--- src/rtl/ifu_pkg.sv ---
package ifu_pkg;
  typedef enum logic [1:0] {
    ENC_W64 = 2'b00,
    ENC_W32 = 2'b01,
    ENC_C16 = 2'b10,
    ENC_C32 = 2'b11
  } enc_e;

  typedef enum logic [1:0] {
    ST_IDLE   = 2'b00,
    ST_FIRST  = 2'b01,
    ST_SECOND = 2'b10
  } fetch_st_e;

  localparam int unsigned HALF_W  = 16;
  localparam int unsigned WORD_W  = 32;
  localparam logic [3:0]  COND_AL = 4'hE;
endpackage

--- src/rtl/ifu_align_chk.sv ---
module ifu_align_chk (
  input  logic [1:0] pc_lo_i,
  input  logic       wide_i,
  input  logic       compact_i,
  output logic       fault_o
);
  always_comb begin
    if (wide_i) fault_o = |pc_lo_i;
    else        fault_o = pc_lo_i[0] | (~compact_i & pc_lo_i[1]);
  end
endmodule

--- src/rtl/ifu_len_dec.sv ---
module ifu_len_dec #(
  parameter int unsigned HW_W    = 16,
  parameter int unsigned OP_BITS = 5,
  parameter logic [4:0]  LONG_MIN = 5'b11101
) (
  input  logic [HW_W-1:0] hw_i,
  output logic            long_o
);
  localparam int unsigned OP_LSB = HW_W - OP_BITS;
  logic [OP_BITS-1:0] op;
  assign op     = hw_i[HW_W-1:OP_LSB];
  assign long_o = (op >= LONG_MIN[OP_BITS-1:0]);
endmodule

--- src/rtl/ifu_cond_gen.sv ---
module ifu_cond_gen
  import ifu_pkg::*;
#(
  parameter int unsigned IT_W = 8
) (
  input  enc_e            enc_i,
  input  logic [IT_W-1:0] it_i,
  output logic [3:0]      cond_o
);
  localparam int unsigned HALF_IT = IT_W / 2;
  logic fixed_cls;
  assign fixed_cls = (enc_i == ENC_W64) || (enc_i == ENC_W32);

  always_comb begin
    if (fixed_cls || (it_i[HALF_IT-1:0] == '0)) cond_o = COND_AL;
    else                                        cond_o = it_i[IT_W-1:IT_W-4];
  end
endmodule

--- src/rtl/ifu_fetch.sv ---
module ifu_fetch
  import ifu_pkg::*;
#(
  parameter int unsigned ADDR_W   = 64,
  parameter int unsigned NARROW_W = 32,
  parameter int unsigned IT_W     = 8
) (
  input  logic              clk_i,
  input  logic              rst_ni,
  input  logic              start_i,
  input  logic [ADDR_W-1:0] pc_i,
  input  logic              wide_i,
  input  logic              compact_i,
  input  logic [IT_W-1:0]   it_i,
  output logic              mem_valid_o,
  output logic [ADDR_W-1:0] mem_addr_o,
  output logic              mem_half_o,
  input  logic              mem_ready_i,
  input  logic [WORD_W-1:0] mem_rdata_i,
  output logic [WORD_W-1:0] instr_o,
  output logic [1:0]        enc_o,
  output logic [3:0]        cond_o,
  output logic              fault_o,
  output logic              done_o
);
  localparam int unsigned PAD_W = ADDR_W - NARROW_W;
  localparam logic [NARROW_W-1:0] HALF_STEP = NARROW_W'(2);

  fetch_st_e         state_q;
  logic [ADDR_W-1:0] pc_q;
  logic              wide_q, compact_q;
  logic [IT_W-1:0]   it_q;
  logic [HALF_W-1:0] hw1_q;
  logic [WORD_W-1:0] instr_q;
  enc_e              enc_q;
  logic [3:0]        cond_q;
  logic              done_q, fault_q;

  logic              fault_w, long_w;
  enc_e              next_enc;
  logic [3:0]        cond_w;
  logic [NARROW_W-1:0] narrow_addr;

  ifu_align_chk u_align (
    .pc_lo_i  (pc_i[1:0]),
    .wide_i   (wide_i),
    .compact_i(compact_i),
    .fault_o  (fault_w)
  );

  ifu_len_dec #(.HW_W(HALF_W)) u_len (
    .hw_i  (mem_rdata_i[HALF_W-1:0]),
    .long_o(long_w)
  );

  always_comb begin
    if (state_q == ST_SECOND) next_enc = ENC_C32;
    else if (wide_q)          next_enc = ENC_W64;
    else if (!compact_q)      next_enc = ENC_W32;
    else if (long_w)          next_enc = ENC_C32;
    else                      next_enc = ENC_C16;
  end

  ifu_cond_gen #(.IT_W(IT_W)) u_cond (
    .enc_i (next_enc),
    .it_i  (it_q),
    .cond_o(cond_w)
  );

  // narrow-state addresses wrap inside the low 32 bits
  assign narrow_addr = pc_q[NARROW_W-1:0] + ((state_q == ST_SECOND) ? HALF_STEP : '0);

  generate
    if (PAD_W > 0) begin : g_pad
      assign mem_addr_o = wide_q ? pc_q : {{PAD_W{1'b0}}, narrow_addr};
    end else begin : g_nopad
      assign mem_addr_o = wide_q ? pc_q : narrow_addr;
    end
  endgenerate

  assign mem_valid_o = (state_q == ST_FIRST) || (state_q == ST_SECOND);
  assign mem_half_o  = compact_q & ~wide_q;

  always_ff @(posedge clk_i or negedge rst_ni) begin
    if (!rst_ni) begin
      state_q   <= ST_IDLE;
      pc_q      <= '0;
      wide_q    <= 1'b0;
      compact_q <= 1'b0;
      it_q      <= '0;
      hw1_q     <= '0;
      instr_q   <= '0;
      enc_q     <= ENC_W64;
      cond_q    <= '0;
      done_q    <= 1'b0;
      fault_q   <= 1'b0;
    end else begin
      done_q  <= 1'b0;
      fault_q <= 1'b0;
      unique case (state_q)
        ST_IDLE: begin
          if (start_i) begin
            pc_q      <= pc_i;
            wide_q    <= wide_i;
            compact_q <= compact_i & ~wide_i;
            it_q      <= it_i;
            if (fault_w) begin
              done_q  <= 1'b1;
              fault_q <= 1'b1;
            end else begin
              state_q <= ST_FIRST;
            end
          end
        end
        ST_FIRST: begin
          if (mem_ready_i) begin
            if (next_enc == ENC_C32) begin
              hw1_q   <= mem_rdata_i[HALF_W-1:0];
              state_q <= ST_SECOND;
            end else begin
              instr_q <= (next_enc == ENC_C16) ? {{(WORD_W-HALF_W){1'b0}}, mem_rdata_i[HALF_W-1:0]}
                                                : mem_rdata_i;
              enc_q   <= next_enc;
              cond_q  <= cond_w;
              done_q  <= 1'b1;
              state_q <= ST_IDLE;
            end
          end
        end
        ST_SECOND: begin
          if (mem_ready_i) begin
            instr_q <= {hw1_q, mem_rdata_i[HALF_W-1:0]};
            enc_q   <= next_enc;
            cond_q  <= cond_w;
            done_q  <= 1'b1;
            state_q <= ST_IDLE;
          end
        end
        default: state_q <= ST_IDLE;
      endcase
    end
  end

  assign instr_o = instr_q;
  assign enc_o   = enc_q;
  assign cond_o  = cond_q;
  assign done_o  = done_q;
  assign fault_o = fault_q;

  AST_REQ_HOLD: assert property (@(posedge clk_i) disable iff (!rst_ni)
    mem_valid_o && !mem_ready_i |=> mem_valid_o && $stable(mem_addr_o)) else $error("req hold");
  AST_DONE_PULSE: assert property (@(posedge clk_i) disable iff (!rst_ni)
    done_o |=> !done_o) else $error("done pulse");
  AST_FAULT_WITH_DONE: assert property (@(posedge clk_i) disable iff (!rst_ni)
    fault_o |-> done_o) else $error("fault without done");
  AST_FAULT_NO_REQ: assert property (@(posedge clk_i) disable iff (!rst_ni)
    fault_o |-> !mem_valid_o) else $error("fault with request");
  AST_WORD_ALIGN: assert property (@(posedge clk_i) disable iff (!rst_ni)
    mem_valid_o && !mem_half_o |-> mem_addr_o[1:0] == 2'b00) else $error("word misaligned");
  AST_FIXED_COND: assert property (@(posedge clk_i) disable iff (!rst_ni)
    done_o && !fault_o && !enc_o[1] |-> cond_o == COND_AL) else $error("fixed cond");
  AST_OUT_HOLD: assert property (@(posedge clk_i) disable iff (!rst_ni)
    state_q == ST_IDLE && !start_i |=> $stable(instr_o) && $stable(enc_o) && $stable(cond_o)) else $error("out hold");
endmodule

--- config.mk ---
export PLATFORM = sky130hd
export DESIGN_NAME = ifu_fetch
export DESIGN_NICKNAME = d
export VERILOG_FILES = /design/src/rtl/ifu_pkg.sv /design/src/rtl/ifu_align_chk.sv /design/src/rtl/ifu_len_dec.sv /design/src/rtl/ifu_cond_gen.sv /design/src/rtl/ifu_fetch.sv
export SDC_FILE = /design/constraint.sdc
export NUM_CORES = 1
export LEC_CHECK = 0
export ABC_AREA = 1
export CAP_MARGIN = 20
export CORE_MARGIN = 1.5
export CORE_UTILIZATION = 35
export CTS_CLUSTER_SIZE = 24
export DETAILED_ROUTE_END_ITERATION = 8
export PLACE_DENSITY_LB_ADDON = 0.15
export SYNTH_ARGS = -nofsm -noshare
export SYNTH_HDL_FRONTEND = slang
export SYNTH_SLANG_ARGS = --single-unit
--- constraint.sdc ---
create_clock -name clk_i -period 2 [get_ports clk_i]
set_input_delay 0.3 -clock clk_i [delete_from_list [all_inputs] [get_ports clk_i]]
set_output_delay 0.3 -clock clk_i [all_outputs]
set_load 0.01 [all_outputs]
* After elaboration in Yosys (flattened, before gate mapping) *
Index checks and enable logic that the tools add are counted.

cells by class
  add/sub/neg operators = 1
  magnitude comparators = 1
  equal/unequal tests = 10
  muxes and demuxes = 34
  bitwise logic cells = 7
  reduce and logical (&&, ||, !) cells = 12

operators with widths
  cell                count
  $mux 32             4
  $mux 64             1
  $pmux 32 s2         1
  $add 32x2->32       1
  $mux 2              12
  $mux 4              4
  $ne 2x2->1 const B  5
  $mux 1              8
  $pmux 4 s2          1
  $reduce_and 4->1    2
  $eq 2x2->1 const B  3
  $pmux 2 s3          1
  $ge 5x5->1 const B  1
  $eq 2x1->1 const B  2
  $logic_not 2->1     2
  $logic_not 4->1     1
  $pmux 2 s2          1
  $and 1x1->1         3
  $logic_or 1x1->1    3
  $not 1->1           3
  $pmux 1 s3          1
  $reduce_and 3->1    1
  $reduce_and 2->1    1
  $reduce_bool 2->1   1
  other kinds (2)     2

word-level totals
  register bits after elaboration = 132
  input bits = 110
  output and inout port bits = 106
  logic and storage cells = 76

* Logic depth before layout (Yosys ltp) *
  depth after elaboration = 12
  depth in mapped cells = 11
  depth with buffers taken out = 11

* Cells and area by module *
Synthesis repeated with hierarchy kept, for this count alone.

unflattened totals
  cell total of the unflattened synthesis = 866
  area, all modules = 6434.9 µm²

by module, submodules not included
  module         instances  cells each  area an instance (µm²)  seq. area each (µm²)
  ifu_fetch      1          849         6356.1                  3303.2
  ifu_cond_gen   1          9           47.5                    0.0
  ifu_align_chk  1          5           18.8                    0.0
  ifu_len_dec    1          3           12.5                    0.0

* Least setup slack after synthesis *
OpenSTA, ideal clock, no wires.

  path kind = flip-flop to output port
  start point = register state_q[0]
  end point = output mem_addr_o[23]
  arrival = 1.800 ns
  data required time = 1.700 ns
  slack = -0.100 ns
  cell stages (with the launch flop) = 9
  buffers on the path = 0
  cells stage by stage = dfrtp_1 > inv_1 > ha_1 > ha_1 > ha_1 > nand4_2 > nor3_4 > nand3_1 > xnor2_1

on the way
  cells in the longest elaborated chain, start to end = 4

RTL lines
  what                    line              text
  start, declared         ifu_fetch.sv:29   fetch_st_e state_q;
  start signal, assigned  ifu_fetch.sv:86   state_q <= ST_IDLE;
  start signal, assigned  ifu_fetch.sv:111  state_q <= ST_FIRST;
  start signal, assigned  ifu_fetch.sv:119  state_q <= ST_SECOND;
  $eq 2x2->1              ifu_fetch.sv:71   assign narrow_addr = pc_q[NARROW_W-1:0] + ((state_q == ST_SECOND) ? HALF_STEP : '0);
  $mux 2                  ifu_fetch.sv:71
  $add 32x2->32           ifu_fetch.sv:71
  $mux 64                 ifu_fetch.sv:75   assign mem_addr_o = wide_q ? pc_q : {{PAD_W{1'b0}}, narrow_addr};
  end, declared           ifu_fetch.sv:16   output logic [ADDR_W-1:0] mem_addr_o,

No other way between the ends.

* Final worst setup path *
  start point = register state_q[0]
  end point = output mem_addr_o[25]

Same word-level chain as after synthesis.

==> metrics.md <==
| Metric | Value |
|---|---|
| Global-route wire length before repair | 32.57 mm |
| Routed Antenna Nets | 0 |
| Yosys top cell area share | 48.75% |
| Final Util | 56.79% |
| H-tree Lvls | 4 |
| Final HPWL DP | 14.19 mm |
| Area leader, netlist | dfrtp_1 |
| Area of the mapped netlist | 6775 um2 |
| Core Rows | 50 |
| Max Clock Freq | 0.3971 GHz |
| Grt total ovfl | 0 |
| Vias in the first global route | 6490 |
| # setup viols final | 38 |
| Post-synth ARST share | 100.0% |
| Initial drt markers | 264 |
| IO Pins | 216 |
| Arrival time worst endpoint | 2220 ps |
| Antenna Cells | 0 |
| Port buffer count | 215 |
| Syn. warnings | 0 |
| CP Buf/Inv Count | 2 |
| Clk Latency, worst-skew pair | 410 ps |
| Synth area leaders | dfrtp_1 (49%), nand2_1 (26%), nand3_1 (5.5%) |
| Max transition margin | 65.51% |
| Setup Skew | 8.582 ps |
| Worst path slowest cell | dfrtp_1 |
| Cells along the critical path | inv_2 > ha_4 > ha_4 > ha_4 > nand3_4 > nor2_4 > nand2_4 > nor2_4 > nand3b_1 > xor2_2 > buf_2 |
| Placement Setup Slack | -626.5 ps |
| Placeable Area | 18830 um2 |
| Filler cells | 1828 |
| Kind of critical path | reg2out |
| Minimum clock period | 2518 ps |
| Share of cells above drive strength 1 | 18.49% |
| Reg clk slew, reported paths | 60 ps |
| Die height | 142.1 um |
| Synth Flop Type | dfrtp_1 |
| Peak VDD IR | 0.6574 mV |
| CTS tree | done |
| Initial Util | 35.98% |
| Drt pass-1 iters | 5 |
| Post-synth cell types | 31 |
| Commonest cells in the netlist | nand2_1 (463), dfrtp_1 (132), inv_1 (85) |
| Via density | 4.458 |
| Sequential area share after synthesis | 48.75% |
| Final Slew Violations | 0 |
| Initial antenna violation count | 1 |
| Syn-to-layout area delta | 57.84% |
| Final net count | 1353 |
| Setup ws final | -518.4 ps |
| Most common cell in the netlist | nand2_1 |
| Worst-Margin Slew | 517.3 ps |
| Max Cap Viol | 0 |
| Status | finished, violations left |
| Gate Count Post-Synth | 944 |
| Flops & latches, synth | 132 |
| RSZ-0062 raised after global routing | true |
| Crit end category | primary output |
| Startpoint Class | register |
| Required @ worst endpoint | 1700 ps |
| CTS buffer count | 17 |
| CP max stage delay | 380 ps |
| DR WL/cell | 13.38 um |
| Mean post-synth cell area | 7.177 um2 |
| Chip width | 142.1 um |
| Via count | 6727 |
| Post-synth EDFFs | 0 |
| CTS Buffer Depth | 2 |
| Clk root buf | clkbuf_16 |
| Leakage Power | 5.807 nW |
| Syn nets | 1060 |
| Reg area | 3306 um2 |
| CTS sink cnt | 132 |
| Post-route DRC violation count | 0 |
| PD cells | 1415 nW/um2 |
| Most used cell, CP | ha_4 |
| Delay-heaviest family, CP | simple AND/OR/NAND/NOR gates |
| Worst min-delay path class | in2async |
| Multi-input gate area | 3219 um2 |
| RePlAce Congestion | 0.8483 |
| Critical path peak fanout | 3 |
| Failing checks | setup timing |
| WL final | 20.19 mm |
| Die area | 20200 um2 |
| Total GRT Usage | 20.52% |
| Hold Vio Cnt, Final | 0 |
| Tcrit/Tclk final | 125.9% |
| Largest net degree at the start of global routing | 85 |
==> where the power goes <==
| group | switching (mW) | internal (mW) | leakage [nW] |
|---|---|---|---|
| logic | 3.73 | 3.36 | 3.87 |
| registers | 0.866 | 3.91 | 1.64 |
| clock network | 1.16 | 2.11 | 0.297 |
| total | 5.75 | 9.38 | 5.81 |
==> cells in the final DEF, fill, tap and decap left out, types with 5 or more instances in the layout <==
master / instances
dfrtp_1: 130
xnor2_2: 7
buf_4: 80
nand2_1: 451
nor2_1: 50
nor2_4: 8
xor2_1: 9
buf_6: 17
inv_2: 10
clkdlybuf4s15_1: 10
inv_1: 81
nand3b_1: 6
buf_2: 26
nand3_1: 69
nand2_2: 18
buf_12: 6
dlygate4sd2_1: 23
nand2_4: 5
clkbuf_16: 17
o21ai_0: 16
clkdlybuf4s50_1: 149
==> logic make-up (layout without fill, tap and decap cells) <==
logic type               Yosys count  in the layout  synth area share (%)
AND/OR/NAND/NOR                  626            626                 37.53
buffers and inverters            135            440                 8.181
flip-flops                       132            132                 48.75
AO/OA/AOI/OAI                     26             26                 1.976
XOR/XNOR                          19             19                 2.456
adder cells (fa/ha/maj)            6              6                 1.108
==> path summary, 6_finish.rpt <==
kind / from / slack, ps / to / cells after the start
max: state_q[0] / -520 / mem_addr_o[25] / 11
min: rst_ni / 410 / it_q[1] / 2
max reg2reg: state_q[0] / -30 / hw1_q[3] / 11
min reg2reg: instr_o[24] / 460 / instr_o[24] / 2
max in group asynchronous: rst_ni / 940 / pc_q[42] / 3
min in group clk_i: pc_i[20] / 410 / pc_q[20] / 3
==> sequential cells by signal (all words and copies together), names as in the netlist <==
register,cells
state_q,2
fault_o,1
pc_q,64
compact_q,1
hw1_q,16
instr_o,32
it_q,8
done_o,1
wide_q,1
enc_o,2
cond_o,4
==> through the flow <==
| step | hold WS [ps] | area [um2] | TNS, ps | power (mW) | instances |
|---|---|---|---|---|---|
| 2_1_floorplan | 4.409 | 6823 | 0 | 8.171 | 944 |
| 3_3_place_gp | 295.2 | 9814 | -13560 | 11.97 | 1464 |
| 3_5_place_dp | 293.0 | 9814 | -14710 | 12.04 | 1464 |
| 4_1_cts | 403.6 | 10510 | -13360 | 15.21 | 1504 |
| 5_1_grt | 417.5 | 10690 | -18130 | 16.31 | 1509 |
| 6_report | 412.0 | 10690 | -11380 | 15.13 | 1509 |
==> what timing repair did <==
action,in CTS,in global routing
cloned,1,0
endpoints found under the setup margin,81,63
gates resized for setup,184,67
hold endpoints to repair,47,0
hold buffers,1,0
pin swaps,16,29
setup buffers,7,7
==> metal layers <==
metal | part of all wire, % | global-route usage, %
met1 | 45 | 26.43
met2 | 47 | 33.53
met3 | 6.7 | 5.754
met4 | 1.8 | 6.403
met5 | 0.054 | 0
==> area by class of cell <==
type                       count  area share, %
clock buffer                  21          4.212
clock inverter                10          1.463
inverter                      93          3.264
multi-input combinational    677          30.10
sequential                   132          30.91
tap                          260          3.042
timing repair buffer         316          27.00
==> worst register-to-register path, cell delays in order (launching register included) <==
cell and delay, ps:
dfrtp_1 380, inv_2 80, ha_4 140, buf_4 330, inv_2 100, o21ai_1 130, buf_4 170, nand2_1 80
inv_2 110, nand2_2 210, nand2_1 140, nand2_1 60
No activity file was read; power rests on OpenSTA's default activity.
